<file path="src/rtl/xbm_pkg.sv">
package xbm_pkg;
  localparam int unsigned XLEN = 64;
  localparam int unsigned WLEN = 32;
  localparam int unsigned IDXW = $clog2(XLEN);
  localparam int unsigned CNTW = IDXW + 1;
  localparam int unsigned NBYTE = XLEN / 8;

  typedef enum logic [3:0] {
    OP_SHADD  = 4'd0,
    OP_EXTS   = 4'd1,
    OP_EXTU   = 4'd2,
    OP_FZERO  = 4'd3,
    OP_FONE   = 4'd4,
    OP_REV    = 4'd5,
    OP_REVW   = 4'd6,
    OP_ZBYTE  = 4'd7,
    OP_BTST   = 4'd8,
    OP_ROR    = 4'd9,
    OP_RORW   = 4'd10
  } xbm_op_e;
endpackage

</file>
<file path="src/rtl/xbm_shift_unit.sv">
module xbm_shift_unit
  import xbm_pkg::*;
(
  input  logic [XLEN-1:0] rs1_i,
  input  logic [XLEN-1:0] rs2_i,
  input  logic [1:0]      add_sh_i,
  input  logic [IDXW-1:0] rot_sh_i,
  output logic [XLEN-1:0] shadd_o,
  output logic [XLEN-1:0] ror_o,
  output logic [XLEN-1:0] rorw_o
);
  logic [2*XLEN-1:0] dbl;
  logic [2*WLEN-1:0] dblw;
  logic [WLEN-1:0]   w;

  assign shadd_o = rs1_i + (rs2_i << add_sh_i);
  assign dbl     = {rs1_i, rs1_i} >> rot_sh_i;
  assign ror_o   = dbl[XLEN-1:0];
  assign dblw    = {rs1_i[WLEN-1:0], rs1_i[WLEN-1:0]} >> rot_sh_i[IDXW-2:0];
  assign w       = dblw[WLEN-1:0];
  assign rorw_o  = {{(XLEN-WLEN){w[WLEN-1]}}, w};
endmodule

</file>
<file path="src/rtl/xbm_field_unit.sv">
module xbm_field_unit
  import xbm_pkg::*;
(
  input  logic [XLEN-1:0] src_i,
  input  logic [IDXW-1:0] hi_i,
  input  logic [IDXW-1:0] lo_i,
  input  logic            sext_i,
  output logic [XLEN-1:0] res_o,
  output logic            crossed_o
);
  logic [IDXW-1:0] up_sh;
  logic [IDXW:0]   dn_sh;
  logic [XLEN-1:0] up;

  // Move field top to bit XLEN-1, then shift back down to bit 0.
  assign up_sh     = IDXW'(XLEN-1) - hi_i;
  assign dn_sh     = {1'b0, up_sh} + {1'b0, lo_i};
  assign up        = src_i << up_sh;
  assign crossed_o = lo_i > hi_i;

  always_comb begin
    if (sext_i) res_o = $signed(up) >>> dn_sh;
    else        res_o = up >> dn_sh;
  end
endmodule

</file>
<file path="src/rtl/xbm_count_unit.sv">
module xbm_count_unit
  import xbm_pkg::*;
(
  input  logic [XLEN-1:0] src_i,
  input  logic            invert_i,
  output logic [CNTW-1:0] cnt_o
);
  logic [XLEN-1:0] v;
  assign v = invert_i ? ~src_i : src_i;

  // Highest set bit wins; empty input counts as XLEN.
  always_comb begin
    cnt_o = CNTW'(XLEN);
    for (int i = 0; i < XLEN; i++) begin
      if (v[i]) cnt_o = CNTW'(XLEN - 1 - i);
    end
  end
endmodule

</file>
<file path="src/rtl/xbm_byte_unit.sv">
module xbm_byte_unit
  import xbm_pkg::*;
(
  input  logic [XLEN-1:0] src_i,
  output logic [XLEN-1:0] rev_o,
  output logic [XLEN-1:0] revw_o,
  output logic [XLEN-1:0] zbyte_o
);
  localparam int unsigned WBYTE = WLEN / 8;
  logic [WLEN-1:0] wsw;

  for (genvar b = 0; b < NBYTE; b++) begin : g_byte
    assign rev_o[8*b +: 8]   = src_i[8*(NBYTE-1-b) +: 8];
    assign zbyte_o[8*b +: 8] = {8{~|src_i[8*b +: 8]}};
  end

  for (genvar b = 0; b < WBYTE; b++) begin : g_wbyte
    assign wsw[8*b +: 8] = src_i[8*(WBYTE-1-b) +: 8];
  end

  assign revw_o = {{(XLEN-WLEN){wsw[WLEN-1]}}, wsw};
endmodule

</file>
<file path="src/rtl/xbm_alu.sv">
module xbm_alu
  import xbm_pkg::*;
(
  input  logic            clk_i,
  input  logic            rst_ni,
  input  logic            wen_req_i,
  input  logic [3:0]      op_i,
  input  logic [63:0]     rs1_i,
  input  logic [63:0]     rs2_i,
  input  logic [5:0]      imm_hi_i,
  input  logic [5:0]      imm_lo_i,
  output logic [63:0]     result_o,
  output logic            wen_o
);
  xbm_op_e         op;
  logic [XLEN-1:0] shadd, ror, rorw, fld, rev, revw, zbyte;
  logic [CNTW-1:0] cnt;
  logic            crossed;
  logic [XLEN-1:0] res_d;
  logic            legal, wen_d;

  assign op = xbm_op_e'(op_i);

  xbm_shift_unit u_shift (
    .rs1_i    (rs1_i),
    .rs2_i    (rs2_i),
    .add_sh_i (imm_lo_i[1:0]),
    .rot_sh_i (imm_lo_i),
    .shadd_o  (shadd),
    .ror_o    (ror),
    .rorw_o   (rorw)
  );

  xbm_field_unit u_field (
    .src_i     (rs1_i),
    .hi_i      (imm_hi_i),
    .lo_i      (imm_lo_i),
    .sext_i    (op == OP_EXTS),
    .res_o     (fld),
    .crossed_o (crossed)
  );

  xbm_count_unit u_count (
    .src_i    (rs1_i),
    .invert_i (op == OP_FZERO),
    .cnt_o    (cnt)
  );

  xbm_byte_unit u_byte (
    .src_i   (rs1_i),
    .rev_o   (rev),
    .revw_o  (revw),
    .zbyte_o (zbyte)
  );

  always_comb begin
    legal = 1'b1;
    res_d = '0;
    unique case (op)
      OP_SHADD:         res_d = shadd;
      OP_EXTS, OP_EXTU: begin
        res_d = fld;
        legal = ~crossed;
      end
      OP_FZERO, OP_FONE: res_d = XLEN'(cnt);
      OP_REV:           res_d = rev;
      OP_REVW:          res_d = revw;
      OP_ZBYTE:         res_d = zbyte;
      OP_BTST:          res_d = XLEN'(rs1_i[imm_lo_i]);
      OP_ROR:           res_d = ror;
      OP_RORW:          res_d = rorw;
      default:          legal = 1'b0;
    endcase
    wen_d = wen_req_i & legal;
  end

  always_ff @(posedge clk_i or negedge rst_ni) begin
    if (!rst_ni) begin
      result_o <= '0;
      wen_o    <= 1'b0;
    end else begin
      result_o <= res_d;
      wen_o    <= wen_d;
    end
  end
endmodule

</file>
<file path="config.mk">
export PLATFORM = sky130hd
export DESIGN_NAME = xbm_alu
export DESIGN_NICKNAME = d
export VERILOG_FILES = /design/src/rtl/xbm_pkg.sv /design/src/rtl/xbm_shift_unit.sv /design/src/rtl/xbm_field_unit.sv /design/src/rtl/xbm_count_unit.sv /design/src/rtl/xbm_byte_unit.sv /design/src/rtl/xbm_alu.sv
export SDC_FILE = /design/constraint.sdc
export NUM_CORES = 2
export LEC_CHECK = 0
export ABC_AREA = 1
export BUFFER_PORTS_ARGS = -buffer_cell sky130_fd_sc_hd__buf_2
export CELL_PAD_IN_SITES_DETAIL_PLACEMENT = 0
export CELL_PAD_IN_SITES_GLOBAL_PLACEMENT = 1
export CORE_MARGIN = 5
export CORE_UTILIZATION = 30
export DETAILED_ROUTE_END_ITERATION = 12
export HOLD_SLACK_MARGIN = 0.08
export PLACE_DENSITY = 0.66
export SYNTH_ARGS = -nofsm -noshare
export SYNTH_HDL_FRONTEND = slang
export SYNTH_SLANG_ARGS = --single-unit
</file>
<file path="constraint.sdc">
create_clock -name clk_i -period 0.8 [get_ports clk_i]
set_input_delay 0.16 -clock clk_i [delete_from_list [all_inputs] [get_ports clk_i]]
set_output_delay 0.16 -clock clk_i [all_outputs]
set_load 0.05 [all_outputs]
</file>
# After elaboration in Yosys (flattened, before gate mapping)
# Cells that the tools add are included.
# word_totals
out_inout_bits	65
ff_bits	65
wordCells	116
# classes
mux	70
order_cmp	2
n_shift	6
reduce_logical	20
n_addsub	3
n_bitwise	3
n_eq_ne	10
# ops
cell	n
$pmux W64 S9	1
$mux W7	64
$mux W64	2
$shr A128 B6 Y64	1
$add A64 B64 Y64	1
$not A64 Y64	1
$reduce_or A8 Y1	8
$shl A64 B2 Y64	1
$shl A64 B6 Y64	1
$shr A64 B5 Y32	1
$shr A64 B7 Y64	1
$sshr A64 B7 Y64	1
$eq A4 B3 Y1 const B	4
$eq A4 B4 Y1 const B	3
$reduce_or A9 Y1	1
$eq A4 B2 Y1 const B	2
$logic_not A1 Y1	8
$add A6 B6 Y7	1
$lt A6 B7 Y1 const B	1
$bmux W1 S6	1
$gt A6 B6 Y1	1
$sub A6 B6 Y6 const A	1
$eq A4 B1 Y1 const B	1
$logic_not A4 Y1	1
5 further kinds	6

# Longest topological paths before layout
# logic_depth
ltp_word	67
mapped_depth	69

# Modules after synthesis
# From an unflattened synthesis, not the netlist that was laid out.
# hier_totals
cells_unflattened	5916
area_unflattened_um2	30135.2
# by_module_without_submodules
mod	seq_area_each_um2	area_each_um2	n_inst	cells_each
xbm_shift_unit	0.0	12441.9	1	2631
xbm_field_unit	0.0	9444.1	1	1970
xbm_alu	1626.6	5247.5	1	811
xbm_byte_unit	0.0	1591.5	1	240
xbm_count_unit	0.0	1410.1	1	264

# Least setup slack after synthesis
# No wires, ideal clock.
# synth_path
path_type	input-to-reg
startpoint	input port imm_lo_i[0]
endpoint	register result_o[61]
stages	46
t_arrival_ps	6222
setup_slack_ps	-5560
path_buffers	6
setup_time_ps	138
required_ps	662
cell_sequence	clkbuf_1 -> clkbuf_1 -> clkbuf_1 -> clkbuf_1 -> buf_1 -> clkbuf_1 -> mux2i_1 -> inv_1 -> nand2_1 -> o21ai_0 -> ha_1 -> a21oi_2 -> nand2_2 -> a31oi_2 -> o21ai_2 -> a21oi_2 -> o21bai_2 -> nand2_2 -> (+10 left out) -> o21ai_2 -> a21oi_4 -> o21ai_2 -> nand2_1 -> nand2_2 -> nand2_2 -> nand2_2 -> a21boi_2 -> o21ai_2 -> a21boi_2 -> o21ai_2 -> a21boi_2 -> o21ai_2 -> a21boi_4 -> o21ai_2 -> a21oi_1 -> xor2_1 -> o21ai_1
# synth_via
elab_chain_cells	4
word_cells_on_any_way	9
cone_classes	add/sub (2); shift (5); mux (2)
# synth_lines
item	line	source
start, declared	xbm_alu.sv:11	input logic [5:0] imm_lo_i,
$add A6 B6 Y7	xbm_field_unit.sv:17	assign dn_sh = {1'b0, up_sh} + {1'b0, lo_i};
$shr A64 B7 Y64 or $sshr A64 B7 Y64 (tied branches)	xbm_field_unit.sv:23, xbm_field_unit.sv:22	
$mux W64	xbm_field_unit.sv:22	if (sext_i) res_o = $signed(up) >>> dn_sh;
$pmux W64 S9 *	xbm_alu.sv:59	unique case (op)
net res_d[61]	xbm_alu.sv:19	logic [XLEN-1:0] res_d;
end signal, assigned	xbm_alu.sv:82	result_o <= res_d;
end, declared	xbm_alu.sv:12	output logic [63:0] result_o,
# Mark *: on every way through the listed nets, which the timed path passes. The rest lies on a longest branch.

# Final worst setup path
# Ends and elaborated chain as after synthesis.

==> flow_metrics.tcl <==
set metrics [dict create \
    clk_pin_slew_ns 0.08 \
    final_nets 5684 \
    yosys-top-cells-count "1,169 x nand2_1, 849 x o21ai_0, 355 x inv_1" \
    cp.required_ns 1.04 \
    crit_start "imm_lo_i[0]" \
    cts-root-buf "clkbuf_16" \
    maxCapViolations 0 \
    cp-end-kind "flip-flop" \
    vias 35891 \
    tritoncts "built" \
    cts_buffer_depth 2 \
    die_width_um 284.0 \
    outcome "finished, violations left" \
    design_area_um2 38070 \
    report.final.slew_viol_count 0 \
    clock.fmax_mhz 221.4 \
    clock-sinks 65 \
    yosysUniqueCellTypes 63 \
    yosysSeqAreaShare 0.07221 \
    finalCritPeriodShare 5.647 \
    syn_avg_cell_area_um2 5.464 \
    final_layout_size_suffix_gt1_frac 0.3905 \
    path_common_cell "nand2_2" \
    grt_util_all_layers 0.4023 \
    initial_core_util 0.3026 \
    place_area_um2 34680 \
    place.gp.congestion 1.101 \
    synth_most_common_cell "nand2_1" \
    p_leak_nw 19.08 \
    yosysTopAreaCellShare 0.1948 \
    fillers 7827 \
    hold_path.class "in -> async" \
    synth_edf_count 0 \
    fin_crit_ns 4.517 \
    crit_type "in -> reg" \
    grt_max_degree 67 \
    core_region_area_um2 74450 \
    drc_errors 0 \
    htree_num_levels 3 \
    whs_ns 0.3089 \
    row_count 100 \
    drtIter0Drc 4355 \
    synth_area_um2 22520 \
    fin_ws_ns -3.717 \
    cp_max_fo 6 \
    yosysWarnings 0 \
    synth_area_leaders "nand2_1 19%, o21ai_0 19%, mux2i_1 10%" \
    via_per_inst 5.570 \
    place_ws_ns -4.283 \
    cp_slowest_cell "ha_1" \
    violations "setup timing" \
    ir_worst_vdd_mv 0.8107 \
    synth_ff_type "dfrtp_1" \
    async_reset_ff_frac 1.000 \
    power.density_nw_per_um2 1414 \
    tns_ns -219.85 \
    grt_pass1_wl_um 239100 \
    firstDrtPassIters 6 \
    max_slew_margin 0.2207 \
    crit_path_start_kind "input port" \
    dieHeight_um 284.0 \
    wl_um 172600 \
    syn_nets 4341 \
    worst_slew_pin_slew_ns 1.139 \
    area_growth_pct 69.04 \
    ys_seq_elements 65 \
    rsz0062_at_grt "yes" \
    synth_top_cell_by_area "nand2_1" \
    fin_util 0.5114 \
    hold_violations 0 \
    grt_antenna_before_repair 9 \
    synthCells 4122 \
    final_antenna_net_count 0 \
    port_buffers 211 \
    setup_viol 130 \
    cp_slowest_stage_delay_ns 0.33 \
    cts_buffers 9 \
    hpwl_um 146100 \
    ios 212 \
    grt_pass1_vias 32947 \
    worstPathArrival_ns 4.76 \
    wl_per_cell_um 26.78 \
    grt_overflow 0 \
    dieArea_um2 80660 \
]
==> sequential cells by signal, summed over array words and instances, names as in the netlist <==
name and count:
result_o 64, wen_o 1
==> through the flow <==
| step | power (mW) | instances |
|---|---|---|
| 2_1_floorplan | 22.72 | 4122 |
| 3_3_place_gp | 42.98 | 6339 |
| 3_5_place_dp | 42.89 | 6339 |
| 4_1_cts | 51.36 | 6421 |
| 5_1_grt | 56.20 | 6439 |
| 6_report | 53.82 | 6444 |
==> cells in the final DEF (no fill, tap or decap), drive strengths merged, types with 5 or more instances in the layout <==
cell | netlist | final
buf | 83 | 1617
nand2 | 1186 | 1186
o21ai | 877 | 877
inv | 367 | 369
a21oi | 237 | 237
nor2 | 236 | 236
mux2i | 234 | 234
xor2 | 79 | 79
nand3 | 78 | 78
ha | 70 | 70
o211ai | 67 | 67
dfrtp | 65 | 65
or2 | 44 | 44
a31oi | 31 | 31
o2111ai | 28 | 28
o22ai | 24 | 24
a211oi | 24 | 24
a2111oi | 23 | 23
nor3 | 20 | 20
a221oi | 17 | 17
o221ai | 14 | 14
nor4 | 13 | 13
nand4 | 12 | 12
clkbuf | 208 | 11
o31ai | 10 | 10
xnor2 | 9 | 9
o21bai | 9 | 9
a21boi | 8 | 8
clkinv | 7 | 7
diode | 0 | 5
o21a | 5 | 5
a22oi | 5 | 5
a21o | 5 | 5
==> repair_timing <==
action                                 4_1_cts  5_1_grt
setup buffers                               66       22
gates resized for setup                    614      211
pin swaps                                   91       55
hold buffers                                 2        0
cloned                                       5        1
setup endpoints to repair                  130      130
endpoints found under the hold margin       66        0
==> routing by layer <==
metal | global-route usage | share of wire | up-vias
li1 | - | - | 16757
met1 | 0.5841 | 0.45 | 16883
met2 | 0.5608 | 0.39 | 1969
met3 | 0.1027 | 0.11 | 276
met4 | 0.1636 | 0.051 | 6
met5 | 0 | 0.00019 | -
==> where the power goes <==
part	total (mW)	switching (mW)	internal (mW)
Clock	4.52	2.03	2.49
Sequential	4.01	0.312	3.70
Combinational	45.3	26.4	18.9
Total	53.8	28.7	25.1
==> cell families after synthesis <==
family          count (synthesis)  synth area share
flops                          65           0.07221
simple gates                 1596            0.2821
buf+inv                       665            0.1113
mux                           234            0.1040
fa+ha+maj                      72           0.04066
compound gates               1402            0.3555
xor+xnor                       88           0.03422
==> worst max-delay path, delay by kind of cell <==
| family | cells | cell delay, ns |
|---|---|---|
| compound gates | 22 | 2.81 |
| xor+xnor | 1 | 0.15 |
| fa+ha+maj | 1 | 0.33 |
| buf+inv | 4 | 0.29 |
| mux | 1 | 0.18 |
| simple gates | 12 | 0.80 |
==> final cells by class <==
cell class	count	area, um^2	area share
clock buffers	9	225.2	0.005915
inverters	374	1453	0.03815
flip-flops and latches	65	1635	0.04295
repair buffers	1623	13010	0.3417
diodes	5	12.51	0.0003286
multi-input cells	3392	20440	0.5369
clock inverters	7	83.83	0.002202
well taps	969	1212	0.03184
==> path summary, 6_finish.rpt <==
check                      cells past startpoint           end
min in group clk_i                             4  result_o[39]
worst max-delay path                          41  result_o[61]
max in group asynchronous                      3   result_o[7]
worst min-delay path                           3  result_o[39]
(Power assumes the default switching activity.)
